`config.mk`:
```
export PLATFORM = sky130hd
export DESIGN_NAME = cmp_watchdog
export DESIGN_NICKNAME = d
export VERILOG_FILES = /design/src/rtl/cwd_pkg.sv /design/src/rtl/cwd_tick_gen.sv /design/src/rtl/cwd_counter.sv /design/src/rtl/cwd_regs.sv /design/src/rtl/cmp_watchdog.sv
export SDC_FILE = /design/constraint.sdc
export NUM_CORES = 1
export LEC_CHECK = 0
export BUFFER_PORTS_ARGS = -buffer_cell sky130_fd_sc_hd__buf_2
export CAP_MARGIN = 40
export CORE_UTILIZATION = 40
export DETAILED_ROUTE_END_ITERATION = 8
export PLACE_DENSITY = 0.73
export SYNTH_ARGS = -nofsm -noshare
export SYNTH_HDL_FRONTEND = slang
export SYNTH_SLANG_ARGS = --single-unit
```
`constraint.sdc`:
```
create_clock -name clk -period 2.6 [get_ports clk]
set_clock_uncertainty 0.2 [all_clocks]
set_input_delay 0.26 -clock clk [delete_from_list [all_inputs] [get_ports clk]]
set_output_delay 0.26 -clock clk [all_outputs]
set_load 0.1 [all_outputs]
```
`src/rtl/cwd_pkg.sv`:
```
package cwd_pkg;

    localparam int CNT_W        = 16;
    localparam int MATCH_W      = 8;
    localparam int LOW_W        = CNT_W - MATCH_W;
    localparam int DEF_SLOW_DIV = 12;
    localparam int DEF_FAST_DIV = 4;

    // control word bit positions
    localparam int CTRL_EN_BIT   = 0;
    localparam int CTRL_LOCK_BIT = 1;
    localparam int CTRL_SRC_LSB  = 2;
    localparam int CTRL_SRC_W    = 3;
    localparam int CTRL_IDLE_BIT = 5;
    localparam int FLAG_BIT      = 0;

    typedef enum logic [1:0] {
        A_CTRL   = 2'd0,
        A_OFFSET = 2'd1,
        A_KICK   = 2'd2,
        A_FLAG   = 2'd3
    } reg_addr_e;

    typedef enum logic [CTRL_SRC_W-1:0] {
        SRC_SLOW = 3'd0,
        SRC_FAST = 3'd1,
        SRC_EXT  = 3'd2,
        SRC_SYS  = 3'd3
    } tick_src_e;

    typedef struct packed {
        logic                  idle_sus;
        logic [CTRL_SRC_W-1:0] src;
        logic                  lock;
        logic                  en;
    } cfg_t;

    localparam cfg_t CFG_DEFAULT = '{idle_sus: 1'b0, src: SRC_SLOW, lock: 1'b0, en: 1'b1};

    // choose the tick enable for a source code; reserved codes fall back to the slow tick
    function automatic logic pick_tick(input logic [CTRL_SRC_W-1:0] src,
                                       input logic slow, input logic fast, input logic ext);
        logic t;
        case (src)
            SRC_FAST: t = fast;
            SRC_EXT:  t = ext;
            SRC_SYS:  t = 1'b1;
            default:  t = slow;
        endcase
        return t;
    endfunction

endpackage

```
`src/rtl/cwd_tick_gen.sv`:
```
module cwd_tick_gen
    import cwd_pkg::*;
#(
    parameter int SLOW_DIV = DEF_SLOW_DIV,
    parameter int FAST_DIV = DEF_FAST_DIV
) (
    input  logic                  clk,
    input  logic                  clr,
    input  logic [CTRL_SRC_W-1:0] src,
    input  logic                  ext_tick,
    output logic                  tick
);
    localparam int SW = $clog2(SLOW_DIV);

    logic [SW-1:0] slow_q;
    logic          slow_tick;
    logic          fast_tick;

    assign slow_tick = (slow_q == SW'(SLOW_DIV - 1));

    always_ff @(posedge clk) begin
        if (clr)            slow_q <= '0;
        else if (slow_tick) slow_q <= '0;
        else                slow_q <= slow_q + SW'(1);
    end

    generate
        if (SLOW_DIV % FAST_DIV == 0) begin : g_shared
            // fast tick taken from the slow divider phase
            assign fast_tick = ((int'(slow_q) % FAST_DIV) == (FAST_DIV - 1));
        end else begin : g_own
            localparam int FW = $clog2(FAST_DIV);
            logic [FW-1:0] fast_q;
            assign fast_tick = (fast_q == FW'(FAST_DIV - 1));
            always_ff @(posedge clk) begin
                if (clr)            fast_q <= '0;
                else if (fast_tick) fast_q <= '0;
                else                fast_q <= fast_q + FW'(1);
            end
        end
    endgenerate

    assign tick = pick_tick(src, slow_tick, fast_tick, ext_tick);

endmodule

```
`src/rtl/cwd_counter.sv`:
```
module cwd_counter #(
    parameter int LO_W = 8,
    parameter int HI_W = 8
) (
    input  logic                 clk,
    input  logic                 clr,
    input  logic                 adv,
    output logic [LO_W+HI_W-1:0] cnt_q,
    output logic                 low_wrap
);
    localparam int W = LO_W + HI_W;

    assign low_wrap = adv & (&cnt_q[LO_W-1:0]);

    always_ff @(posedge clk) begin
        if (clr)      cnt_q <= '0;
        else if (adv) cnt_q <= cnt_q + W'(1);
    end

    AST_HOLD_NO_TICK: assert property (@(posedge clk) disable iff (clr)
        !adv |=> $stable(cnt_q));

endmodule

```
`src/rtl/cwd_regs.sv`:
```
module cwd_regs
    import cwd_pkg::*;
(
    input  logic               clk,
    input  logic               clr,
    input  logic               wr_en,
    input  logic [1:0]         wr_addr,
    input  logic [7:0]         wr_data,
    input  logic [MATCH_W-1:0] cnt_hi,
    output cfg_t               cfg_q,
    output logic [MATCH_W-1:0] offset_q,
    output logic [MATCH_W-1:0] match_q,
    output logic               flag_q,
    output logic               active,
    output logic               force_req
);
    logic wr_ctrl, wr_off, wr_kick, wr_flag;

    assign active    = cfg_q.en | cfg_q.lock;
    assign wr_ctrl   = wr_en && (wr_addr == A_CTRL);
    assign wr_off    = wr_en && (wr_addr == A_OFFSET);
    assign wr_kick   = wr_en && (wr_addr == A_KICK);
    assign wr_flag   = wr_en && (wr_addr == A_FLAG);
    assign force_req = wr_flag && wr_data[FLAG_BIT] && active;

    always_ff @(posedge clk) begin
        if (clr) begin
            cfg_q    <= CFG_DEFAULT;
            offset_q <= '0;
            match_q  <= '0;
            flag_q   <= 1'b0;
        end else begin
            if (wr_ctrl) begin
                cfg_q.en   <= wr_data[CTRL_EN_BIT];
                cfg_q.lock <= cfg_q.lock | wr_data[CTRL_LOCK_BIT];
                if (!active) begin
                    cfg_q.src      <= wr_data[CTRL_SRC_LSB +: CTRL_SRC_W];
                    cfg_q.idle_sus <= wr_data[CTRL_IDLE_BIT];
                end
            end
            if (wr_off)            offset_q <= wr_data[MATCH_W-1:0];
            if (wr_kick && active) match_q  <= cnt_hi + offset_q;
            if (wr_flag)           flag_q   <= wr_data[FLAG_BIT];
        end
    end

    AST_LOCK_STICKY: assert property (@(posedge clk) disable iff (clr)
        cfg_q.lock |=> cfg_q.lock);

    AST_CFG_FROZEN: assert property (@(posedge clk) disable iff (clr)
        active |=> ($stable(cfg_q.src) && $stable(cfg_q.idle_sus)));

    AST_KICK_IGNORED: assert property (@(posedge clk) disable iff (clr)
        (!active && wr_kick) |=> $stable(match_q));

endmodule

```
`src/rtl/cmp_watchdog.sv`:
```
module cmp_watchdog
    import cwd_pkg::*;
#(
    parameter int SLOW_DIV = DEF_SLOW_DIV,
    parameter int FAST_DIV = DEF_FAST_DIV
) (
    input  logic                  clk,
    input  logic                  rst,
    input  logic                  cpu_idle,
    input  logic                  ext_tick,
    input  logic                  wr_en,
    input  logic [1:0]            wr_addr,
    input  logic [7:0]            wr_data,
    output logic                  wdt_rst,
    output logic                  stat_en,
    output logic                  stat_lock,
    output logic                  stat_active,
    output logic [CTRL_SRC_W-1:0] stat_src,
    output logic                  stat_idle_sus,
    output logic                  stat_flag,
    output logic [MATCH_W-1:0]    stat_offset,
    output logic [MATCH_W-1:0]    stat_match,
    output logic [CNT_W-1:0]      stat_count
);
    logic               tick, adv, low_wrap, hit, fire, clr, pulse_q;
    logic               active, force_req, flag;
    logic [CNT_W-1:0]   cnt;
    logic [MATCH_W-1:0] offset, match;
    cfg_t               cfg;

    // a firing acts as a synchronous clear of the whole block
    assign clr = rst | fire;

    cwd_tick_gen #(.SLOW_DIV(SLOW_DIV), .FAST_DIV(FAST_DIV)) u_tick (
        .clk      (clk),
        .clr      (clr),
        .src      (cfg.src),
        .ext_tick (ext_tick),
        .tick     (tick)
    );

    assign adv = tick & ~(cfg.idle_sus & cpu_idle);

    cwd_counter #(.LO_W(LOW_W), .HI_W(MATCH_W)) u_cnt (
        .clk      (clk),
        .clr      (clr),
        .adv      (adv),
        .cnt_q    (cnt),
        .low_wrap (low_wrap)
    );

    cwd_regs u_regs (
        .clk       (clk),
        .clr       (clr),
        .wr_en     (wr_en),
        .wr_addr   (wr_addr),
        .wr_data   (wr_data),
        .cnt_hi    (cnt[CNT_W-1 -: MATCH_W]),
        .cfg_q     (cfg),
        .offset_q  (offset),
        .match_q   (match),
        .flag_q    (flag),
        .active    (active),
        .force_req (force_req)
    );

    assign hit  = active & low_wrap & (cnt[CNT_W-1 -: MATCH_W] == match);
    assign fire = hit | force_req;

    always_ff @(posedge clk) begin
        if (rst) pulse_q <= 1'b0;
        else     pulse_q <= fire;
    end

    assign wdt_rst       = pulse_q;
    assign stat_en       = cfg.en;
    assign stat_lock     = cfg.lock;
    assign stat_active   = active;
    assign stat_src      = cfg.src;
    assign stat_idle_sus = cfg.idle_sus;
    assign stat_flag     = flag;
    assign stat_offset   = offset;
    assign stat_match    = match;
    assign stat_count    = cnt;

    AST_PULSE_SINGLE: assert property (@(posedge clk) disable iff (rst)
        (wdt_rst && !force_req) |=> !wdt_rst);

    AST_DEFAULTS_ON_FIRE: assert property (@(posedge clk) disable iff (rst)
        wdt_rst |-> (stat_en && !stat_lock && stat_count == '0 &&
                     stat_offset == '0 && stat_match == '0));

    AST_IDLE_FREEZE: assert property (@(posedge clk) disable iff (rst)
        (stat_idle_sus && cpu_idle && !fire) |=> $stable(stat_count));

    AST_INACTIVE_QUIET: assert property (@(posedge clk) disable iff (rst)
        (!stat_active && !(wr_en && wr_addr == A_CTRL)) |=> !wdt_rst);

endmodule

```
Yosys cells after proc, flatten, opt, wreduce, memory -nomap -nowiden. Cells that the tools add are included.

Add/subtract/negate cells: 3. Mux-type cells: 1. Eq/ne operators: 9. Bitwise gates (word level): 11. Reductions and logical operators: 11.

Operators with widths (count): adder 16 x 1 -> 16 bit, second input constant (1); adder 8 bit (1); equality test 8 bit (1); AND reduction 8 bit (1); logical AND 1 bit (7); equality test 3 x 2 -> 1 bit, second input constant (2); AND 1 bit (5); adder 4 x 1 -> 4 bit, second input constant (1); equality test 2 x 1 -> 1 bit, second input constant (2); equality test 2 bit, second input constant (2); equality test 4 bit, second input constant (1); bitwise OR 1 bit (4); equality test 3 x 1 -> 1 bit, second input constant (1); case mux 1 bit (3 select lines) (1); logical NOT 2 bit (1); inverter 1 bit (2); AND reduction 2 bit (1); OR reduction 2 bit (1).

Register bits: 44. Input port bits: 15. Word-level logic and storage cells: 45.

Depth between registers and ports, before layout.
Word-level depth: 9. Gate-level depth with buffers: 8.

Hierarchy. From an unflattened synthesis, not the netlist that was laid out.

Cell total of the unflattened synthesis: 253. Area total of the unflattened synthesis: 2367.3 um^2.

By module, submodules not included: cwd_regs (cells each 133, instances 1, area an instance 1281.2 um^2, sequential area each 460.4 um^2); cwd_counter (cells each 80, instances 1, area an instance 728.2 um^2, sequential area each 320.3 um^2); cwd_tick_gen (cells each 23, instances 1, area an instance 210.2 um^2, sequential area each 80.1 um^2); cmp_watchdog (cells each 17, instances 1, area an instance 147.6 um^2, sequential area each 20.0 um^2).

Least setup slack after synthesis. Ideal clock, no wire load.

Kind: reg2reg. Start point: reg u_regs.cfg_q[1] (netlist name). End point: reg u_regs.match_q[1]. Library setup time: 0.192 ns. Stages on the path, launching flop included: 5. Path buffers: 1. Path slack: -0.346 ns. Arrival time: 2.554 ns. Path through: dfxtp_1 -> nor2_2 -> clkinv_1 -> clkbuf_1 -> a211oi_1.

Word-level cells in the longest chain between the ends: 5.

Ends and longest elaborated chain: start, declared (RTL line cwd_regs.sv:10) `output cfg_t cfg_q,`; bitwise OR 1 bit (*) (RTL line cwd_regs.sv:19) `assign active = cfg_q.en | cfg_q.lock;`; net stat_active (RTL line cmp_watchdog.sv:17) `output logic stat_active,`; AND 1 bit (2 in series) (RTL line cmp_watchdog.sv:67) `assign hit = active & low_wrap & (cnt[CNT_W-1 -: MATCH_W] == match);`; bitwise OR 1 bit (RTL line cmp_watchdog.sv:68) `assign fire = hit | force_req;`; bitwise OR 1 bit (RTL line cmp_watchdog.sv:32) `assign clr = rst | fire;`; end signal, assigned (RTL line cwd_regs.sv:42) `if (wr_kick && active) match_q <= cnt_hi + offset_q;`; end, declared (RTL line cwd_regs.sv:12) `output logic [MATCH_W-1:0] match_q,`.

The timed path passes the listed nets; every way through them passes the cells marked *. A chain may end at the register's enable or synchronous reset.

Worst setup path in the final report.
Start point: reg u_tick.slow_q[0]. End point: reg u_regs.match_q[2].

Word-level cells in the longest chain between the ends: 8.

Ends and longest elaborated chain: start, declared (RTL line cwd_tick_gen.sv:15) `logic [SW-1:0] slow_q;`; start signal, assigned (RTL line cwd_tick_gen.sv:24) `else slow_q <= slow_q + SW'(1);`; equality test 4 bit or equality test 2 x 1 -> 1 bit (tied branches) (RTL line cwd_tick_gen.sv:19, cwd_tick_gen.sv:30); case mux 1 bit (3 select lines) (*) (RTL line cwd_pkg.sv:44) `case (src)`; AND 1 bit (*) (RTL line cmp_watchdog.sv:42) `assign adv = tick & ~(cfg.idle_sus & cpu_idle);`; AND 1 bit (*) (RTL line cwd_counter.sv:13) `assign low_wrap = adv & (&cnt_q[LO_W-1:0]);`; AND 1 bit (*) (2 in series) (RTL line cmp_watchdog.sv:67); bitwise OR 1 bit (*) (RTL line cmp_watchdog.sv:68); bitwise OR 1 bit (*) (RTL line cmp_watchdog.sv:32).

Mark *: on every way between the ends. The rest lies on a longest branch, timed or not.

==> results_dict.tcl <==
set metrics [dict create \
    status "finished clean" \
    syn_area_um2 2440 \
    p_per_area_nw_per_um2 486 \
    fillers 578 \
    mostFrequentLayoutCell "buf_2" \
    p_sw_frac 0.254 \
    overflow 0 \
    start_util 0.415 \
    required_ns 2.53 \
    antenna-diode-count 0 \
    arrival_ns 2.29 \
    root_buffer "clkbuf_8" \
    drt_pass1_iterations 4 \
    cp_slowest_stage_delay_ns 0.37 \
    areaGrowthSynthToFinish_pct 20.5 \
    period_share 0.910 \
    hp-start "wr_data[2]" \
    cp_top_family "compound AO/OA/AOI/OAI gates" \
    drive_above_1_share 0.301 \
    cp-startpoint "u_tick.slow_q[0]$_SDFF_PP0_" \
    htreeDepth 2 \
    ys_seq_elements 44 \
    hold_violations 0 \
    power_switching_uw 363 \
    clk_path_buf_depth 2 \
    post_drt_wl_per_cell_um 15.4 \
    end_kind "flip-flop" \
    layout.nets 336 \
    r2r_cells 7 \
    io_buffers 55 \
    syn_inst 259 \
    dp_cells 379 \
    hold_buffers 0 \
    cts_sinks 44 \
    grt_pass1_vias 1950 \
    cts.repair.resized 0 \
    relSlewSlack 0.417 \
    grt_pass1_wl_um 9630 \
    crit_path_end "u_regs.match_q[2]$_SDFFE_PP0P_" \
    seq_area_um2 895 \
    pin_count 56 \
    syn_nets 284 \
    numCtsBuffers 5 \
    synthFlopType "dfxtp_1" \
    drtIter0Drc 92 \
    async_reset_ff_frac 0 \
    power_frac_seq 0.487 \
    yosysWarnings 0 \
    cpMaxStageDelayCell "dfxtp_1" \
    crit_cells 7 \
    report.final.setup_viol 0 \
    worstMarginPinSlew_ns 0.875 \
    postSynthAreaPerCell_um2 9.42 \
    worst-path-max-fanout 15 \
    cts_tree "yes" \
    postCtsSetupBuffers 0 \
    peakVddDrop_uv 212 \
    ys_seq_area_frac 0.361 \
    avgViaCountPerCell 5.69 \
    via_count 2202 \
    final.setup.tns_ns 0 \
    reg2reg_from "u_tick.slow_q[0]$_SDFF_PP0_" \
    globalRouteTotalUtil 0.193 \
    grt_max_degree 45 \
    max_cap_violations 0 \
    yosysUniqueCellTypes 49 \
    final_cells 387 \
    reg2reg_slack_ns 0.23 \
    grt_antenna_before_repair 0 \
    max_freq_mhz 423 \
    placementRows 28 \
    antenna_left 0 \
    comb_power_share 0.113 \
    power_mw 1.43 \
    rsz0062_at_grt "no" \
    core-area_um2 5890 \
    place_congestion 0.822 \
    clk_pin_slew_ns 0.08 \
    clkLatencyLatePin_ns 0.30 \
    crit_buf_inv 1 \
    power.clock.fraction 0.400 \
    critical_path_class "flip-flop to flip-flop" \
    worstHoldPathType "primary input to flip-flop" \
    slew_violations 0 \
    die-area_um2 6420 \
    period_minus_slack_ns 2.37 \
    crit_chain "ha_1, nand3b_1, mux2_4, nor2_1, a31o_2, buf_4, a221oi_1" \
    die_width_um 80.1 \
    p_int_mw 1.07 \
    die_h_um 80.1 \
    drc 0 \
    synth_edf_count 0 \
    final_cell_mix "buf_2, dfxtp_1, a211oi_1" \
    dp_hpwl_um 4310 \
    multi_input_area_um2 1450 \
    drt_wl_total_um 5970 \
    start_kind "flip-flop" \
    power.leakage_nw 1.26 \
    r2r-end "u_regs.match_q[2]$_SDFFE_PP0P_" \
]
[cell type report]
type                    instances  area share
clock inverters                 1      0.0102
multi-input cells             192       0.493
inverters                       6     0.00766
well taps                      75      0.0319
clock buffers                   7      0.0328
flip-flops and latches         44       0.304
repair buffers                 62       0.120
[state kept, by name, indices dropped and copies added, names as in the netlist]
name / cells
wdt_rst: 1
u_cnt.cnt_q: 16
u_regs.cfg_q: 6
u_regs.offset_q: 8
u_regs.match_q: 8
u_regs.flag_q: 1
u_tick.slow_q: 4
[stage by stage]
step,worst slack (ns),utilization,cell area (µm²),hold slack [ns]
4_1_cts,0.215,0.500,2940,0.0393
2_1_floorplan,0.000273,-,2450,0.217
3_3_place_gp,0.298,0.478,2810,0.258
5_1_grt,0.0793,0.500,2940,0.0367
6_report,0.234,0.500,2940,0.0459
3_5_place_dp,0.240,0.478,2810,0.265
[kinds of logic (layout without fill, tap and decap cells)]
logic type      Yosys count  after routing  synth area share
simple gates             76             76             0.185
compound gates           68             68             0.210
xor+xnor                 26             26            0.0933
buf+inv                  23             76            0.0446
mux                      12             12            0.0513
flops                    44             44             0.361
fa+ha+maj                10             10            0.0544
[cells in the mapped netlist, types with 2 or more instances]
library cell  number  share of area
nand4b_1           2         0.0072
nor3_1             6          0.012
a211oi_2           3          0.015
nand2_1           19          0.029
buf_2              3         0.0062
and4_1             2         0.0072
nor3b_1            4          0.012
or2_2              2         0.0051
a211o_1            2         0.0072
and2_1             2         0.0051
o22ai_1            2         0.0051
nor2_1            11          0.017
nand3b_1           4          0.012
nor4_1             3         0.0077
ha_1               9          0.046
inv_1              5         0.0077
nand4_1            3         0.0077
nor4_4             2          0.017
xor2_1            12          0.043
xnor2_1           14          0.050
o21ai_0            4         0.0082
and3_1             2         0.0051
nand3_1            7          0.014
mux2i_1           11          0.045
a211oi_1          32          0.098
clkbuf_1           9          0.014
a221oi_1           9          0.032
dfxtp_1           44           0.36
a21oi_1            9          0.018
buf_1              2         0.0031
buf_6              2         0.0092
[worst min path at each step]
stage	slack (ns)	cells past startpoint	to
global placement	0.26	1	u_tick.slow_q[0]$_SDFF_PP0_
finish	0.05	3	u_regs.cfg_q[2]$_SDFFE_PP0P_
floorplan	0.22	2	u_regs.cfg_q[2]$_SDFFE_PP0P_
CTS	0.04	3	u_regs.cfg_q[2]$_SDFFE_PP0P_
detailed placement	0.26	1	u_tick.slow_q[0]$_SDFF_PP0_
global route	0.04	3	u_regs.cfg_q[5]$_SDFFE_PP0P_
[power by group through the flow]
stage	clock, mW	combinational [mW]	sequential [mW]
floorplan	0	0.0676	0.763
global placement	0	0.159	0.711
detailed placement	0	0.161	0.712
CTS	0.582	0.161	0.696
global route	0.607	0.171	0.697
finish	0.572	0.161	0.696
[worst register-to-register path: stages, from the launching register on]
cell	delay, ns
dfxtp_1	0.37
ha_1	0.25
nand3b_1	0.14
mux2_4	0.37
nor2_1	0.19
a31o_2	0.34
buf_4	0.24
a221oi_1	0.10
[per-layer routing]
metal	vias up	GRT usage	routed length [µm]
met5	-	0	0
met4	0	0.0464	62
met3	8	0.0432	271
met2	61	0.291	2720
met1	1049	0.277	2920
li1	1084	-	-
No activity file was read; power rests on OpenSTA's default activity.
